--- src/rtl/gpio_sfr_pkg.sv ---
`timescale 1ns/1ps
package gpio_sfr_pkg;

  localparam int unsigned BUS_W = 8;

  localparam logic [BUS_W-1:0] ADDR_P1_SHARED = 8'h90;
  localparam logic [BUS_W-1:0] ADDR_P3_SHARED = 8'hB0;
  localparam logic [BUS_W-1:0] ADDR_P3_ALT    = 8'hB1;
  localparam logic [BUS_W-1:0] ADDR_P1_ALT    = 8'hB4;

  localparam logic [BUS_W-1:0] DATA_RST_VAL = 8'hFF;
  localparam logic [BUS_W-1:0] DIR_RST_VAL  = 8'h00;
  localparam logic [BUS_W-1:0] ALT_RST_VAL  = 8'h00;

  // input-only alternate functions: rx data, interrupt 3, trap input
  localparam logic [BUS_W-1:0] P1_IN_ONLY = 8'h18;
  localparam logic [BUS_W-1:0] P3_IN_ONLY = 8'h02;

  typedef enum logic [2:0] {
    SEL_NONE    = 3'd0,
    SEL_P1_DATA = 3'd1,
    SEL_P1_DIR  = 3'd2,
    SEL_P1_ALT  = 3'd3,
    SEL_P3_DATA = 3'd4,
    SEL_P3_DIR  = 3'd5,
    SEL_P3_ALT  = 3'd6
  } reg_sel_e;

endpackage

--- src/rtl/gpio_sfr_decode.sv ---
`timescale 1ns/1ps
module gpio_sfr_decode
  import gpio_sfr_pkg::*;
(
  input  logic [BUS_W-1:0] addr_i,
  input  logic             remap_i,
  output reg_sel_e         sel_o
);

  always_comb begin
    unique case (addr_i)
      ADDR_P1_SHARED: sel_o = remap_i ? SEL_P1_DIR : SEL_P1_DATA;
      ADDR_P3_SHARED: sel_o = remap_i ? SEL_P3_DIR : SEL_P3_DATA;
      ADDR_P1_ALT:    sel_o = SEL_P1_ALT;
      ADDR_P3_ALT:    sel_o = SEL_P3_ALT;
      default:        sel_o = SEL_NONE;
    endcase
  end

endmodule

--- src/rtl/gpio_port_regs.sv ---
`timescale 1ns/1ps
module gpio_port_regs #(
  parameter int unsigned     W        = 8,
  parameter logic [W-1:0]    DATA_RST = '1,
  parameter logic [W-1:0]    DIR_RST  = '0,
  parameter logic [W-1:0]    ALT_RST  = '0
) (
  input  logic         clk,
  input  logic         rst_n,
  input  logic         wr_data_i,
  input  logic         wr_dir_i,
  input  logic         wr_alt_i,
  input  logic [W-1:0] wdata_i,
  output logic [W-1:0] data_o,
  output logic [W-1:0] dir_o,
  output logic [W-1:0] alt_o
);

  logic [W-1:0] data_q, dir_q, alt_q;

  always_ff @(posedge clk or negedge rst_n) begin
    if (!rst_n) begin
      data_q <= DATA_RST;
    end else if (wr_data_i) begin
      data_q <= wdata_i;
    end
  end

  always_ff @(posedge clk or negedge rst_n) begin
    if (!rst_n) begin
      dir_q <= DIR_RST;
    end else if (wr_dir_i) begin
      dir_q <= wdata_i;
    end
  end

  always_ff @(posedge clk or negedge rst_n) begin
    if (!rst_n) begin
      alt_q <= ALT_RST;
    end else if (wr_alt_i) begin
      alt_q <= wdata_i;
    end
  end

  assign data_o = data_q;
  assign dir_o  = dir_q;
  assign alt_o  = alt_q;

  assert_data_write_R2: assert property (@(posedge clk) disable iff (!rst_n)
    wr_data_i |=> data_q == $past(wdata_i));

  assert_dir_write_R3: assert property (@(posedge clk) disable iff (!rst_n)
    wr_dir_i |=> dir_q == $past(wdata_i));

  assert_alt_write_R4: assert property (@(posedge clk) disable iff (!rst_n)
    wr_alt_i |=> alt_q == $past(wdata_i));

  assert_data_hold_R8: assert property (@(posedge clk) disable iff (!rst_n)
    !wr_data_i |=> $stable(data_q));

  assert_dir_hold_R8: assert property (@(posedge clk) disable iff (!rst_n)
    !wr_dir_i |=> $stable(dir_q));

  assert_single_target_R9: assert property (@(posedge clk) disable iff (!rst_n)
    $countones({wr_data_i, wr_dir_i, wr_alt_i}) <= 1);

endmodule

--- src/rtl/gpio_pin_mux.sv ---
`timescale 1ns/1ps
module gpio_pin_mux #(
  parameter int unsigned  W            = 8,
  parameter logic [W-1:0] IN_ONLY_MASK = '0
) (
  input  logic [W-1:0] data_i,
  input  logic [W-1:0] dir_i,
  input  logic [W-1:0] alt_i,
  input  logic [W-1:0] periph_out_i,
  input  logic [W-1:0] pad_in_i,
  output logic [W-1:0] pad_out_o,
  output logic [W-1:0] pad_oe_o,
  output logic [W-1:0] periph_in_o
);

  for (genvar g = 0; g < W; g++) begin : g_pin
    assign pad_out_o[g] = alt_i[g] ? periph_out_i[g] : data_i[g];
    if (IN_ONLY_MASK[g]) begin : g_in_only
      assign pad_oe_o[g] = dir_i[g] & ~alt_i[g];
    end else begin : g_bidir
      assign pad_oe_o[g] = dir_i[g];
    end
  end

  assign periph_in_o = pad_in_i;

endmodule

--- src/rtl/gpio_sfr_ports.sv ---
`timescale 1ns/1ps
module gpio_sfr_ports
  import gpio_sfr_pkg::*;
(
  input  logic             clk,
  input  logic             rst_n,
  input  logic             remap_i,
  input  logic [BUS_W-1:0] bus_addr_i,
  input  logic             bus_we_i,
  input  logic [BUS_W-1:0] bus_wdata_i,
  input  logic             bus_re_i,
  output logic [BUS_W-1:0] bus_rdata_o,
  output logic [BUS_W-1:0] p1_pad_out_o,
  output logic [BUS_W-1:0] p1_pad_oe_o,
  input  logic [BUS_W-1:0] p1_pad_in_i,
  input  logic [BUS_W-1:0] p1_periph_out_i,
  output logic [BUS_W-1:0] p1_periph_in_o,
  output logic [BUS_W-1:0] p3_pad_out_o,
  output logic [BUS_W-1:0] p3_pad_oe_o,
  input  logic [BUS_W-1:0] p3_pad_in_i,
  input  logic [BUS_W-1:0] p3_periph_out_i,
  output logic [BUS_W-1:0] p3_periph_in_o
);

  reg_sel_e sel;
  logic [BUS_W-1:0] p1_data, p1_dir, p1_alt;
  logic [BUS_W-1:0] p3_data, p3_dir, p3_alt;

  gpio_sfr_decode u_decode (
    .addr_i  (bus_addr_i),
    .remap_i (remap_i),
    .sel_o   (sel)
  );

  gpio_port_regs #(
    .W(BUS_W), .DATA_RST(DATA_RST_VAL), .DIR_RST(DIR_RST_VAL), .ALT_RST(ALT_RST_VAL)
  ) u_p1_regs (
    .clk       (clk),
    .rst_n     (rst_n),
    .wr_data_i (bus_we_i && sel == SEL_P1_DATA),
    .wr_dir_i  (bus_we_i && sel == SEL_P1_DIR),
    .wr_alt_i  (bus_we_i && sel == SEL_P1_ALT),
    .wdata_i   (bus_wdata_i),
    .data_o    (p1_data),
    .dir_o     (p1_dir),
    .alt_o     (p1_alt)
  );

  gpio_port_regs #(
    .W(BUS_W), .DATA_RST(DATA_RST_VAL), .DIR_RST(DIR_RST_VAL), .ALT_RST(ALT_RST_VAL)
  ) u_p3_regs (
    .clk       (clk),
    .rst_n     (rst_n),
    .wr_data_i (bus_we_i && sel == SEL_P3_DATA),
    .wr_dir_i  (bus_we_i && sel == SEL_P3_DIR),
    .wr_alt_i  (bus_we_i && sel == SEL_P3_ALT),
    .wdata_i   (bus_wdata_i),
    .data_o    (p3_data),
    .dir_o     (p3_dir),
    .alt_o     (p3_alt)
  );

  gpio_pin_mux #(.W(BUS_W), .IN_ONLY_MASK(P1_IN_ONLY)) u_p1_mux (
    .data_i       (p1_data),
    .dir_i        (p1_dir),
    .alt_i        (p1_alt),
    .periph_out_i (p1_periph_out_i),
    .pad_in_i     (p1_pad_in_i),
    .pad_out_o    (p1_pad_out_o),
    .pad_oe_o     (p1_pad_oe_o),
    .periph_in_o  (p1_periph_in_o)
  );

  gpio_pin_mux #(.W(BUS_W), .IN_ONLY_MASK(P3_IN_ONLY)) u_p3_mux (
    .data_i       (p3_data),
    .dir_i        (p3_dir),
    .alt_i        (p3_alt),
    .periph_out_i (p3_periph_out_i),
    .pad_in_i     (p3_pad_in_i),
    .pad_out_o    (p3_pad_out_o),
    .pad_oe_o     (p3_pad_oe_o),
    .periph_in_o  (p3_periph_in_o)
  );

  always_comb begin
    bus_rdata_o = '0;
    if (bus_re_i) begin
      unique case (sel)
        SEL_P1_DATA: bus_rdata_o = p1_data;
        SEL_P1_DIR:  bus_rdata_o = p1_dir;
        SEL_P1_ALT:  bus_rdata_o = p1_alt;
        SEL_P3_DATA: bus_rdata_o = p3_data;
        SEL_P3_DIR:  bus_rdata_o = p3_dir;
        SEL_P3_ALT:  bus_rdata_o = p3_alt;
        default:     bus_rdata_o = '0;
      endcase
    end
  end

  assert_idle_read_zero_R9: assert property (@(posedge clk) disable iff (!rst_n)
    !bus_re_i |-> bus_rdata_o == '0);

  assert_unmapped_read_R8: assert property (@(posedge clk) disable iff (!rst_n)
    (bus_re_i && bus_addr_i != ADDR_P1_SHARED && bus_addr_i != ADDR_P3_SHARED &&
     bus_addr_i != ADDR_P1_ALT && bus_addr_i != ADDR_P3_ALT) |-> bus_rdata_o == '0);

  assert_p1_route_R5: assert property (@(posedge clk) disable iff (!rst_n)
    p1_pad_out_o == ((p1_alt & p1_periph_out_i) | (~p1_alt & p1_data)));

  assert_p3_route_R5: assert property (@(posedge clk) disable iff (!rst_n)
    p3_pad_out_o == ((p3_alt & p3_periph_out_i) | (~p3_alt & p3_data)));

  assert_p1_in_only_oe_R6: assert property (@(posedge clk) disable iff (!rst_n)
    (p1_pad_oe_o & p1_alt & P1_IN_ONLY) == '0);

  assert_p3_in_only_oe_R6: assert property (@(posedge clk) disable iff (!rst_n)
    (p3_pad_oe_o & p3_alt & P3_IN_ONLY) == '0);

  assert_forward_R7: assert property (@(posedge clk) disable iff (!rst_n)
    p1_periph_in_o == p1_pad_in_i && p3_periph_in_o == p3_pad_in_i);

endmodule

--- config.mk ---
export PLATFORM = sky130hd
export DESIGN_NAME = gpio_sfr_ports
export DESIGN_NICKNAME = d
export VERILOG_FILES = /design/src/rtl/gpio_sfr_pkg.sv /design/src/rtl/gpio_sfr_decode.sv /design/src/rtl/gpio_port_regs.sv /design/src/rtl/gpio_pin_mux.sv /design/src/rtl/gpio_sfr_ports.sv
export SDC_FILE = /design/constraint.sdc
export NUM_CORES = 1
export LEC_CHECK = 0
export BUFFER_PORTS_ARGS = -buffer_cell sky130_fd_sc_hd__buf_2
export CORE_UTILIZATION = 50
export CTS_BUF_LIST = sky130_fd_sc_hd__clkbuf_8
export DETAILED_ROUTE_END_ITERATION = 6
export GPL_ROUTABILITY_DRIVEN = 0
export PLACE_DENSITY = 0.78
export SETUP_SLACK_MARGIN = 0.2
export SLEW_MARGIN = 15
export SYNTH_ARGS = -nofsm -noshare
export SYNTH_HDL_FRONTEND = slang
export SYNTH_HIERARCHICAL = 1
export SYNTH_SLANG_ARGS = --single-unit
--- constraint.sdc ---
create_clock -name clk -period 7 [get_ports clk]
set_clock_uncertainty 0.15 [all_clocks]
set_input_delay 1.4 -clock clk [delete_from_list [all_inputs] [get_ports clk]]
set_output_delay 1.4 -clock clk [all_outputs]
set_load 0.01 [all_outputs]
* Word-level counts from Yosys, hierarchy flattened *
Cells that the tools add are included.

cells by class
  eq/ne operators = 10
  reduce and logical (&&, ||, !) cells = 6
  shift-type cells = 0
  multiply operators = 0
  div/mod/pow operators = 0
  multiplexer cells = 21
  $lt $le $gt $ge = 0
  bitwise logic cells = 6
  $add $sub $neg = 0

operators with widths
  kind                                                             number
  8-bit case mux with 6 select lines                               1
  8-bit == test, second input constant                             4
  1-bit 2-to-1 mux                                                 17
  3-bit case mux with 4 select lines                               1
  3-bit == test, second input constant                             3
  8-bit 2-to-1 mux                                                 1
  3-bit by 2-bit == test with 1-bit output, second input constant  2
  1-bit logical AND                                                6
  1-bit AND                                                        3
  3-bit by 1-bit == test with 1-bit output, second input constant  1
  1-bit inverter                                                   3
  2-bit 2-to-1 mux                                                 1

storage, ports and cells
  ROM bits = 0
  memory bits (writable) = 0
  output and inout port bits = 56
  register bits after elaboration = 48
  latch bits = 0
  word-level logic and storage cells = 49
  memories kept = 0
  input port bits = 53

* Depth between registers and ports, before layout *
Gate-level depths: netlist of the first run.

  word-level depth = 5
  mapped depth = 9
  depth with buffers taken out = 6

* By module *
Netlist of the first run, hierarchy kept.

by module, submodules not included
  module                    times used  cells an instance  sequential area each (um^2)  area an instance (um^2)
  gpio_port_regs            2           51                 610.6                        1004.7
  gpio_sfr_ports            1           74                 0.0                          543.0
  gpio_pin_mux at u_p1_mux  1           24                 0.0                          242.7
  gpio_pin_mux at u_p3_mux  1           24                 0.0                          241.5
  gpio_sfr_decode           1           10                 0.0                          70.1

* Worst setup path before layout of the first run *
Ideal clock, no wire load.

  kind = input -> output
  start = input port bus_addr_i[1]
  end = output port bus_rdata_o[3]
  arrival time = 3.076 ns
  setup slack = 2.374 ns
  data required time = 5.450 ns
  buffers on the path = 1
  cell stages on the path = 7
  path through = nor3b_1 > nand3b_1 > a211oi_1 > buf_6 > mux2_4 > a221o_1 > and3_1

between the ends
  cells in the longest elaborated chain, start to end = 5
  elaborated cells on any way between the ends = 13
  classes of those cells = eq/ne (10); mux (3)

RTL lines
  element                                line                   text
  start, declared                        gpio_sfr_ports.sv:8    input logic [BUS_W-1:0] bus_addr_i,
  8-bit == test                          gpio_sfr_decode.sv:11  unique case (addr_i)
  3-bit case mux with 4 select lines *   gpio_sfr_decode.sv:11
  via sel[1]                             gpio_sfr_ports.sv:25   reg_sel_e sel;
  3-bit == test (tied with other cells)  gpio_sfr_ports.sv:88   unique case (sel)
  8-bit case mux with 6 select lines *   gpio_sfr_ports.sv:88
  8-bit 2-to-1 mux *                     gpio_sfr_ports.sv:87   if (bus_re_i) begin
  end, declared                          gpio_sfr_ports.sv:12   output logic [BUS_W-1:0] bus_rdata_o,

The timed path passes the listed nets; every way through them passes the cells marked *.

* Worst setup path in the final report of the first run *
  start = input port bus_addr_i[1]
  end = output port bus_rdata_o[2]

The elaborated chain is that of the path after synthesis.

==> results of run 1 <==
## per-stage QoR
stage                     total power, mW  hold slack [ns]
final                               0.572            0.397
after CTS                           0.576            0.396
after floorplan                     0.381            0.347
after detailed placement            0.408            0.375
after global routing                0.595            0.411
after global placement              0.405            0.375
## registers in the layout, indices dropped and copies added, names as in the netlist
register          count
u_p1_regs/alt_o       8
u_p1_regs/data_o      8
u_p1_regs/dir_o       8
u_p3_regs/alt_o       8
u_p3_regs/data_o      8
u_p3_regs/dir_o       8
## logic make-up after synthesis
kind of cell | Yosys count
muxes | 81
buffers and inverters | 47
AOI/OAI and AO/OA | 18
DFF | 48
and+or+nand+nor | 39
xor gates and xnor gates | 1
## final cells by class
type	instances	area, sq um	share of cell area
Multi-Input combinational cell	139	1570	0.459
Sequential cell	48	1220	0.358
Timing Repair Buffer	81	418	0.123
Tap cell	75	93.8	0.0275
Clock buffer	6	82.6	0.0242
Inverter	5	18.8	0.00550
Clock inverter	2	10.0	0.00294
## layer usage
metal	wire length, microns	global-route usage	up-vias
met5	0	0	-
met4	80	0.0554	0
met3	374	0.0449	9
met2	2920	0.331	68
met1	3010	0.277	948
li1	-	-	896
## worst max-delay path by stage
stage | endpoint | slack [ns] | cells after the start
4_1_cts | bus_rdata_o[2] | 1.77 | 8
2_1_floorplan | bus_rdata_o[3] | 2.37 | 7
6_report | bus_rdata_o[2] | 1.77 | 8
5_1_grt | bus_rdata_o[6] | 1.57 | 8
3_3_place_gp | bus_rdata_o[0] | 1.81 | 8
3_5_place_dp | bus_rdata_o[2] | 1.78 | 8
## report_power, final
part / switching (mW) / internal, mW
Clock: 0.0907 / 0.0790
Sequential: 0.0125 / 0.298
Combinational: 0.0383 / 0.0536
## layout by cell type, fill, tap and decap left out
master    count
o22ai_1       2
dfstp_2      16
inv_1         5
o311a_1       1
mux2i_1      13
a221o_1       4
dfrtp_1      32
nor2_2        1
nor3b_1       4
o211ai_1      1
nand3b_1      4
and3_1        4
o21a_1        1
mux2_4       66
nand2b_1      7
nor2b_1       2
xnor2_1       1
buf_2        76
a21boi_0      1
buf_4         5
clkbuf_8      6
o31a_1        2
and2b_2       3
a211oi_4      1
nand2_1       2
nor2_1        9
a211oi_1      1
clkinv_2      2
o221ai_1      4
nor3_2        2
nor3b_2       1
mux2_2        2
==> results.md, run 1 <==
- Status: complete, no violations
- Drt pass-1 iters: 4
- R2R Path Start: u_p3_regs/alt_o[6]
- CP bufs+invs: 2
- All-Layer GR Usage: 0.205
- # fillers: between 500 and 600
- Crit Path Class: input port to output port
- Setup_tns: 0 ns
- Via count: between 1500 and 2000
- R2R Path End: u_p3_regs/alt_o[6]
- Num CTS Buffers: 5
- Largest delay share family, worst path: compound AO/OA/AOI/OAI gates
- Warning count from the yosys run: 6
- Area Growth Syn to Fin: 9.75%
- Initial antenna violation count: 0
- Worst hold-check path type: flop to flop
- Max Fclk: 191 MHz
- Main combinational cell family by area after synthesis: multiplexers
- Util after Layout: 0.572
- Hold Startpoint: u_p3_regs/dir_o[7]
- Crit path cell chain: buf_2 > nor3b_1 > nand3b_1 > a211oi_4 > mux2_2 > a221o_1 > and3_1 > buf_2
- Site Rows: 28
- Largest stage delay, worst path: about 0.8 ns
- Htree depth: 2
- DP Wirelength: around 4500 microns
- Final hold violations: 0
- Cell with the largest stage delay on the worst path: a211oi_4
- Clk sinks: 48
- Sequential fraction of the synthesis area: 0.393
- Minimum clock period: 5.23 ns
- Post-synth top area share: 0.319
- Final net count: approximately 330
- First-pass GRT wire length: between 9000 and 10000 microns
- Worst slew pin tran: approximately 1.2 ns
- Largest net degree at the start of global routing: 49
- CP most frequent cell: buf_2
- Die ar.: 6530 sq um
- Area leader, netlist: mux2_4
- Placed cell count: 348
- Clock Tree Root: clkbuf_8
- Mux cell area share after synthesis: 0.368
- Number of DRC markers in iteration 0: 93
- Mean Syn Cell Area: roughly 13 sq um
- Crit-path max FO: 17
- Core area: between 5000 and 6000 sq um
- Slew Limit Fails: 0
- Setup Fix Bufs, Post-CTS: 0
- Synth Instances: 234
- Startpoint types: input port
- Compound-Gate Fraction of Synth Area: 0.0491
- R2r setup slk: 6.03 ns
- Max Root-Sink Buffers: 2
- Crit path from: bus_addr_i[1]
- Place WS: approximately 1.8 ns
- Final setup fails: 0
- Xor and xnor fraction of the mapped netlist area: 0.00282
- Peak VDD IR: roughly 86 uV
- Hold-fix buffers, CTS: 0
- Initial core utilization: 0.522
- Vias in the first global route: 1965
- RSZ-0062 raised after global routing: false
- Drt wl/cell: between 15 and 20 microns
- Hold path depth: 1
- Final cell count without fillers: around 360
- MaxCap Viol Count: 0
- Ys flop type: dfrtp_1
- Clk_lat worst skew: about 0.30 ns
- Top cells by area, synth: mux2_4 (32%), dfrtp_1 (26%), dfstp_2 (14%), buf_4 (7.2%), mux2i_1 (4.2%)
- Data required, critical path: 5.45 ns
- Synthesized area: 3110 sq um
- Drt via density: 5.40
- Post-route ant nets: 0
- Synth Area in Adders: 0
- Routed Wire Length: 6380 microns
- Leading cell type by number of instances after synthesis: mux2_4
- Area share of and/or/nand/nor cells after synthesis: 0.0757
- Number of synthesized register bits: 48
- R2R depth: 1
- Finished Cell Area: 3410 sq um
- Cts repair resizes: 0
- Worst Path Arrival: 3.68 ns
- Part of the cycle the worst path needs: 0.747
- PwrDens: 168 nW/um^2
- Post-synth cell types: 30
- Die width: 80.8 microns
- CTS tree: built
- Hold endpoint: u_p3_regs/dir_o[7]
- Placed Area: 3310 sq um
- N_diodes: 0
- Worst-path clk slew: 0.09 ns
- Setup slack after layout: 1.77 ns
- IO buf count: 76
- DRC Markers: 0
- Leakage: 1.61 nW
- CP Capture Type: output port
- Post-Syn Nets: approximately 290
- # IOs: 109
- Post-synth top cells: mux2_4 (66), dfrtp_1 (32), buf_4 (30)
- Layout cells sized above 1: 0.644
- Die H: 80.8 microns
- Number of synthesized flops with an enable pin: 0
- Gr ovfl total: 0
- Asr flop ratio synth: 1.00
- Slew Limit Headroom: 0.172
Note: power is estimated with default switching activity, not from simulation.
==> run 2, diff against run 1 <==
==> constraint.sdc (replaced) <==
create_clock -name clk -period 5.4 [get_ports clk]
set_clock_uncertainty 0.15 [all_clocks]
set_input_delay 1.08 -clock clk [delete_from_list [all_inputs] [get_ports clk]]
set_output_delay 1.08 -clock clk [all_outputs]
set_load 0.01 [all_outputs]
==> results.md, run 2 (synthesis results as in run 1) <==
- Cell with the largest stage delay on the worst path: a211oi_4
- Leakage: between 1.5 and 2 nW
- Area Growth Syn to Fin: 10.5%
- PwrDens: between 200 and 250 nW/um^2
- Drt wl/cell: 17.7 microns
- DP Wirelength: between 4000 and 5000 microns
- Commonest non-fill, non-tap cell in the layout: buf_2
- Hold_ws: 0.396 ns
- Worst Path Arrival: 3.25 ns
- Final net count: 334
- Setup Fix Bufs, Post-CTS: 0
- Die ar.: 6530 sq um
- Worst-path clk slew: around 0.090 ns
- Die width: 80.8 microns
- DRC Markers: 0
- Largest delay share family, worst path: compound AO/OA/AOI/OAI gates
- Worst hold-check path type: flop to flop
- Largest net degree at the start of global routing: 49
- MaxCap Viol Count: 0
- Largest stage delay, worst path: around 0.67 ns
- Slew Limit Headroom: 0.217
- Startpoint types: input port
- Core area: 5960 sq um
- Htree depth: 2
- Gr ovfl total: 0
- All-Layer GR Usage: 0.205
- Slew Limit Fails: 0
- Crit-path max FO: 12
- Via count: 1914
- Clk sinks: 48
- CP most frequent cell: buf_2
- Util after Layout: 0.576
- Part of the cycle the worst path needs: 0.829
- Routed Wire Length: roughly 6300 microns
- IO buf count: 76
- Crit path cell chain: buf_2 > nor3b_1 > nand3b_1 > a211oi_4 > nand2b_1 > o22ai_1 > o31a_1 > buf_2
- CTS tree: built
- Site Rows: 28
- Max Fclk: roughly 220 MHz
- Drt via density: 5.36
- Most frequent cells in the layout: buf_2 (76), mux2_4 (66), dfrtp_1 (32)
- Clock Tree Root: clkbuf_8
- Die H: 80.8 microns
- N_diodes: 0
- Vias in the first global route: around 1900
- Final hold violations: 0
- Data required, critical path: 4.17 ns
- Minimum clock period: 4.48 ns
- Layout cells sized above 1: 0.642
- Worst slew pin tran: between 1 and 1.5 ns
- Number of DRC markers in iteration 0: 86
- Status: complete, no violations
- Post-route ant nets: 0
- Num CTS Buffers: 5
- CP bufs+invs: 2
- Drt pass-1 iters: 4
- # IOs: 109
- Peak VDD IR: 115 uV
- Cts repair resizes: 0
- Crit Path Class: input port to output port
- CP Capture Type: output port
- First-pass GRT wire length: 9890 microns
- Clk_lat worst skew: ~0.30 ns
- Initial antenna violation count: 0
- RSZ-0062 raised after global routing: false
- Initial core utilization: 0.522
- Hold-fix buffers, CTS: 0
- Max Root-Sink Buffers: 2
- Final setup fails: 0
- Setup_tns: 0 ns
-- run 2: changes by cell type in the layout (fill, tap and decap cells not counted), sizes merged --
cell,before,now
clkinvlp,0,1
clkinv,2,1
bufinv,0,1
buf,81,82
clkbuf,6,5
-- run 2: power by group --
part | total (mW) | switching [mW] | internal [mW]
Combinational | 0.118 | 0.0489 | 0.0695
Clock | 0.260 | 0.123 | 0.137
Sequential | 0.403 | 0.0168 | 0.386
Total | 0.781 | 0.189 | 0.593
-- run 2: area by class of cell --
type	instances	area (sq um)
Fill cell	497	2520
Multi-Input combinational cell	139	1560
Sequential cell	48	1220
Timing Repair Buffer	82	425
Tap cell	75	93.8
Clock buffer	5	68.8
Clock inverter	3	42.5
Inverter	5	18.8
-- run 2: final timing paths --
path | startpoint | slack, ns | depth (start not counted) | endpoint
max in group asynchronous | rst_n | 3.69 | 1 | u_p1_regs/dir_o[7]
worst max register to register | u_p3_regs/alt_o[5] | 4.42 | 1 | u_p3_regs/alt_o[5]
min in group asynchronous | rst_n | 0.78 | 1 | u_p1_regs/dir_o[1]
worst max-delay path | bus_addr_i[1] | 0.92 | 8 | bus_rdata_o[6]
worst min register to register | u_p3_regs/dir_o[2] | 0.40 | 1 | u_p3_regs/dir_o[2]
worst min-delay path | u_p3_regs/dir_o[2] | 0.40 | 1 | u_p3_regs/dir_o[2]
-- run 2: layer usage --
metal / track usage / share of wire / vias up
met5: 0 / 0 / -
met4: 0.0839 / 0.023 / 0
met3: 0.0360 / 0.052 / 14
met2: 0.320 / 0.45 / 70
met1: 0.281 / 0.48 / 928
li1: - / - / 902
-- run 2: stage by stage --
stage          setup slack, ns  power, mW  area, sq um  cells
2_1_floorplan             1.41      0.494         3110    234
3_3_place_gp              1.04      0.526         3320    349
3_5_place_dp             0.936      0.528         3320    349
4_1_cts                  0.929      0.786         3430    357
5_1_grt                  0.709      0.814         3430    357
6_report                 0.922      0.781         3430    357
==> run 3, diff against run 2 <==
--- a/config.mk
+++ b/config.mk
@@ -6,11 +6,11 @@
 export NUM_CORES = 1
 export LEC_CHECK = 0
 export BUFFER_PORTS_ARGS = -buffer_cell sky130_fd_sc_hd__buf_2
-export CORE_UTILIZATION = 50
+export CORE_UTILIZATION = 47
 export CTS_BUF_LIST = sky130_fd_sc_hd__clkbuf_8
 export DETAILED_ROUTE_END_ITERATION = 6
 export GPL_ROUTABILITY_DRIVEN = 0
-export PLACE_DENSITY = 0.78
+export PLACE_DENSITY = 0.77
 export SETUP_SLACK_MARGIN = 0.2
 export SLEW_MARGIN = 15
 export SYNTH_ARGS = -nofsm -noshare
==> constraint.sdc (replaced) <==
create_clock -name clk -period 3.9 [get_ports clk]
set_clock_uncertainty 0.15 [all_clocks]
set_input_delay 0.78 -clock clk [delete_from_list [all_inputs] [get_ports clk]]
set_output_delay 0.78 -clock clk [all_outputs]
set_load 0.01 [all_outputs]
==> results.md, run 3 (synthesis results as in run 1) <==
- Startpoint types: input port
- Clk pwr share: 0.335
- Final setup fails: 0
- Site Rows: 29
- N_diodes: 0
- Leakage: ~1.7 nW
- Cell Int Power: 0.822 mW
- Commonest non-fill, non-tap cell in the layout: buf_2
- Max Root-Sink Buffers: 2
- Drt pass-1 iters: 4
- Crit Path Class: input port to output port
- All-Layer GR Usage: 0.199
- Combinational power share: 0.153
- Net Sw Frac: 0.246
- RSZ-0062 raised after global routing: false
- Setup_tns: 0 ns
- CP most frequent cell: buf_2
- Vias in the first global route: 2005
- Total net switching power: ~0.27 mW
- Worst hold-check path type: input port to async pin
- Htree depth: 2
- Core area: 6350 sq um
- Worst slew pin tran: 0.612 ns
- Minimum clock period: between 3 and 4 ns
- IO buf count: 76
- Worst Path Arrival: 2.64 ns
- Most frequent cells in the layout: buf_2 (75), mux2_4 (66), dfrtp_1 (32)
- Layout cells sized above 1: 0.662
- Peak VDD IR: 161 uV
- MaxCap Viol Count: 0
- Crit path cell chain: buf_2 > nor3b_2 > a211oi_1 > a211oi_4 > buf_12 > buf_4 > nor2b_2 > a221o_1 > and3_1 > buf_2
- PwrDens: approximately 310 nW/um^2
- R2R Path End: u_p3_regs/dir_o[2]
- Num CTS Buffers: 5
- Crit-path max FO: 8
- Slew Limit Fails: 0
- Largest stage delay, worst path: 0.37 ns
- Die ar.: 6940 sq um
- # IOs: 109
- Cell with the largest stage delay on the worst path: a211oi_1
- Worst-path clk slew: 0.09 ns
- Routed Wire Length: about 6800 microns
- DP Wirelength: 4870 microns
- Drt via density: between 5 and 6
- R2R depth: 1
- CTS tree: built
- Slew Limit Headroom: 0.592
- CP Capture Type: output port
- Area Growth Syn to Fin: 13.9%
- Status: complete, no violations
- Tot Pwr: 1.09 mW
- Part of the cycle the worst path needs: 0.915
- CP bufs+invs: 4
- Largest net degree at the start of global routing: 49
- # fillers: between 500 and 600
- Largest delay share family, worst path: compound AO/OA/AOI/OAI gates
- Gr ovfl total: 0
- Clk sinks: 48
- Initial antenna violation count: 0
- Die H: 83.3 microns
- R2R Path Start: u_p3_regs/dir_o[2]
- Hold-fix buffers, CTS: 0
- Max Fclk: 280 MHz
- Flop pwr share: 0.512
- Final net count: about 350
- Clk_lat worst skew: 0.31 ns
- Via count: 1997
- Number of DRC markers in iteration 0: ~110
- Clock Tree Root: clkbuf_8
- Post-route ant nets: 0
- Final hold violations: 0
- DRC Markers: 0
- First-pass GRT wire length: 10700 microns
- Initial core utilization: 0.489
- Drt wl/cell: approximately 18 microns
- Data required, critical path: 2.97 ns
- Die width: 83.3 microns
- R2r setup slk: approximately 2.9 ns
run 3: changes by cell type in the layout (fill, tap and decap cells not counted), sizes merged:
| cell | previous run | this run |
|---|---|---|
| buf | 82 | 93 |
run 3: power groups by stage:
stage	clock network, mW	logic (mW)	registers [mW]
floorplan	0	0.126	0.558
global placement	0	0.164	0.566
detailed placement	0	0.168	0.567
CTS	0.369	0.169	0.558
global route	0.390	0.181	0.561
finish	0.365	0.167	0.558
run 3: routing by layer:
metal	routed length, microns	vias to the layer above	global-route usage
li1	-	912	-
met4	59	0	0.0533
met2	3190	70	0.311
met5	0	-	0
met1	3160	1009	0.276
met3	360	6	0.0467
run 3: layout make-up:
class,count,area [sq um],area share
clock buffers,5,68.8,0.0194
clock inverters,3,42.5,0.0120
inverters,5,18.8,0.00530
multi-input cells,139,1570,0.443
flip-flops and latches,48,1220,0.345
well taps,77,96.3,0.0272
repair buffers,93,523,0.148
run 3: how the worst max path moves through the flow:
stage / start / endpoint / slack (ns) / cells past startpoint
2_1_floorplan: bus_addr_i[1] / bus_rdata_o[3] / 0.51 / 7
3_3_place_gp: bus_addr_i[1] / bus_rdata_o[3] / 0.28 / 9
3_5_place_dp: bus_addr_i[1] / bus_rdata_o[3] / 0.18 / 9
4_1_cts: bus_addr_i[1] / bus_rdata_o[3] / 0.30 / 10
5_1_grt: bus_addr_i[1] / bus_rdata_o[0] / 0.22 / 9
6_report: remap_i / bus_rdata_o[3] / 0.33 / 10
run 3: repair_timing:
action | 4_1_cts | 5_1_grt
pin swaps | 1 | 2
endpoints found under the setup margin | 2 | 6
buffers inserted | 1 | 0
gates resized for setup | 0 | 2
run 3: stage by stage:
step                      area [sq um]  setup slack [ns]  hold slack (ns)  instances  utilization
after floorplan                   3110             0.514            0.334        234            -
after global placement            3400             0.281            0.368        361        0.535
after detailed placement          3400             0.184            0.377        361        0.535
after CTS                         3530             0.303            0.398        370        0.556
after global routing              3540             0.221            0.363        370        0.557
final                             3540             0.332            0.321        370        0.557
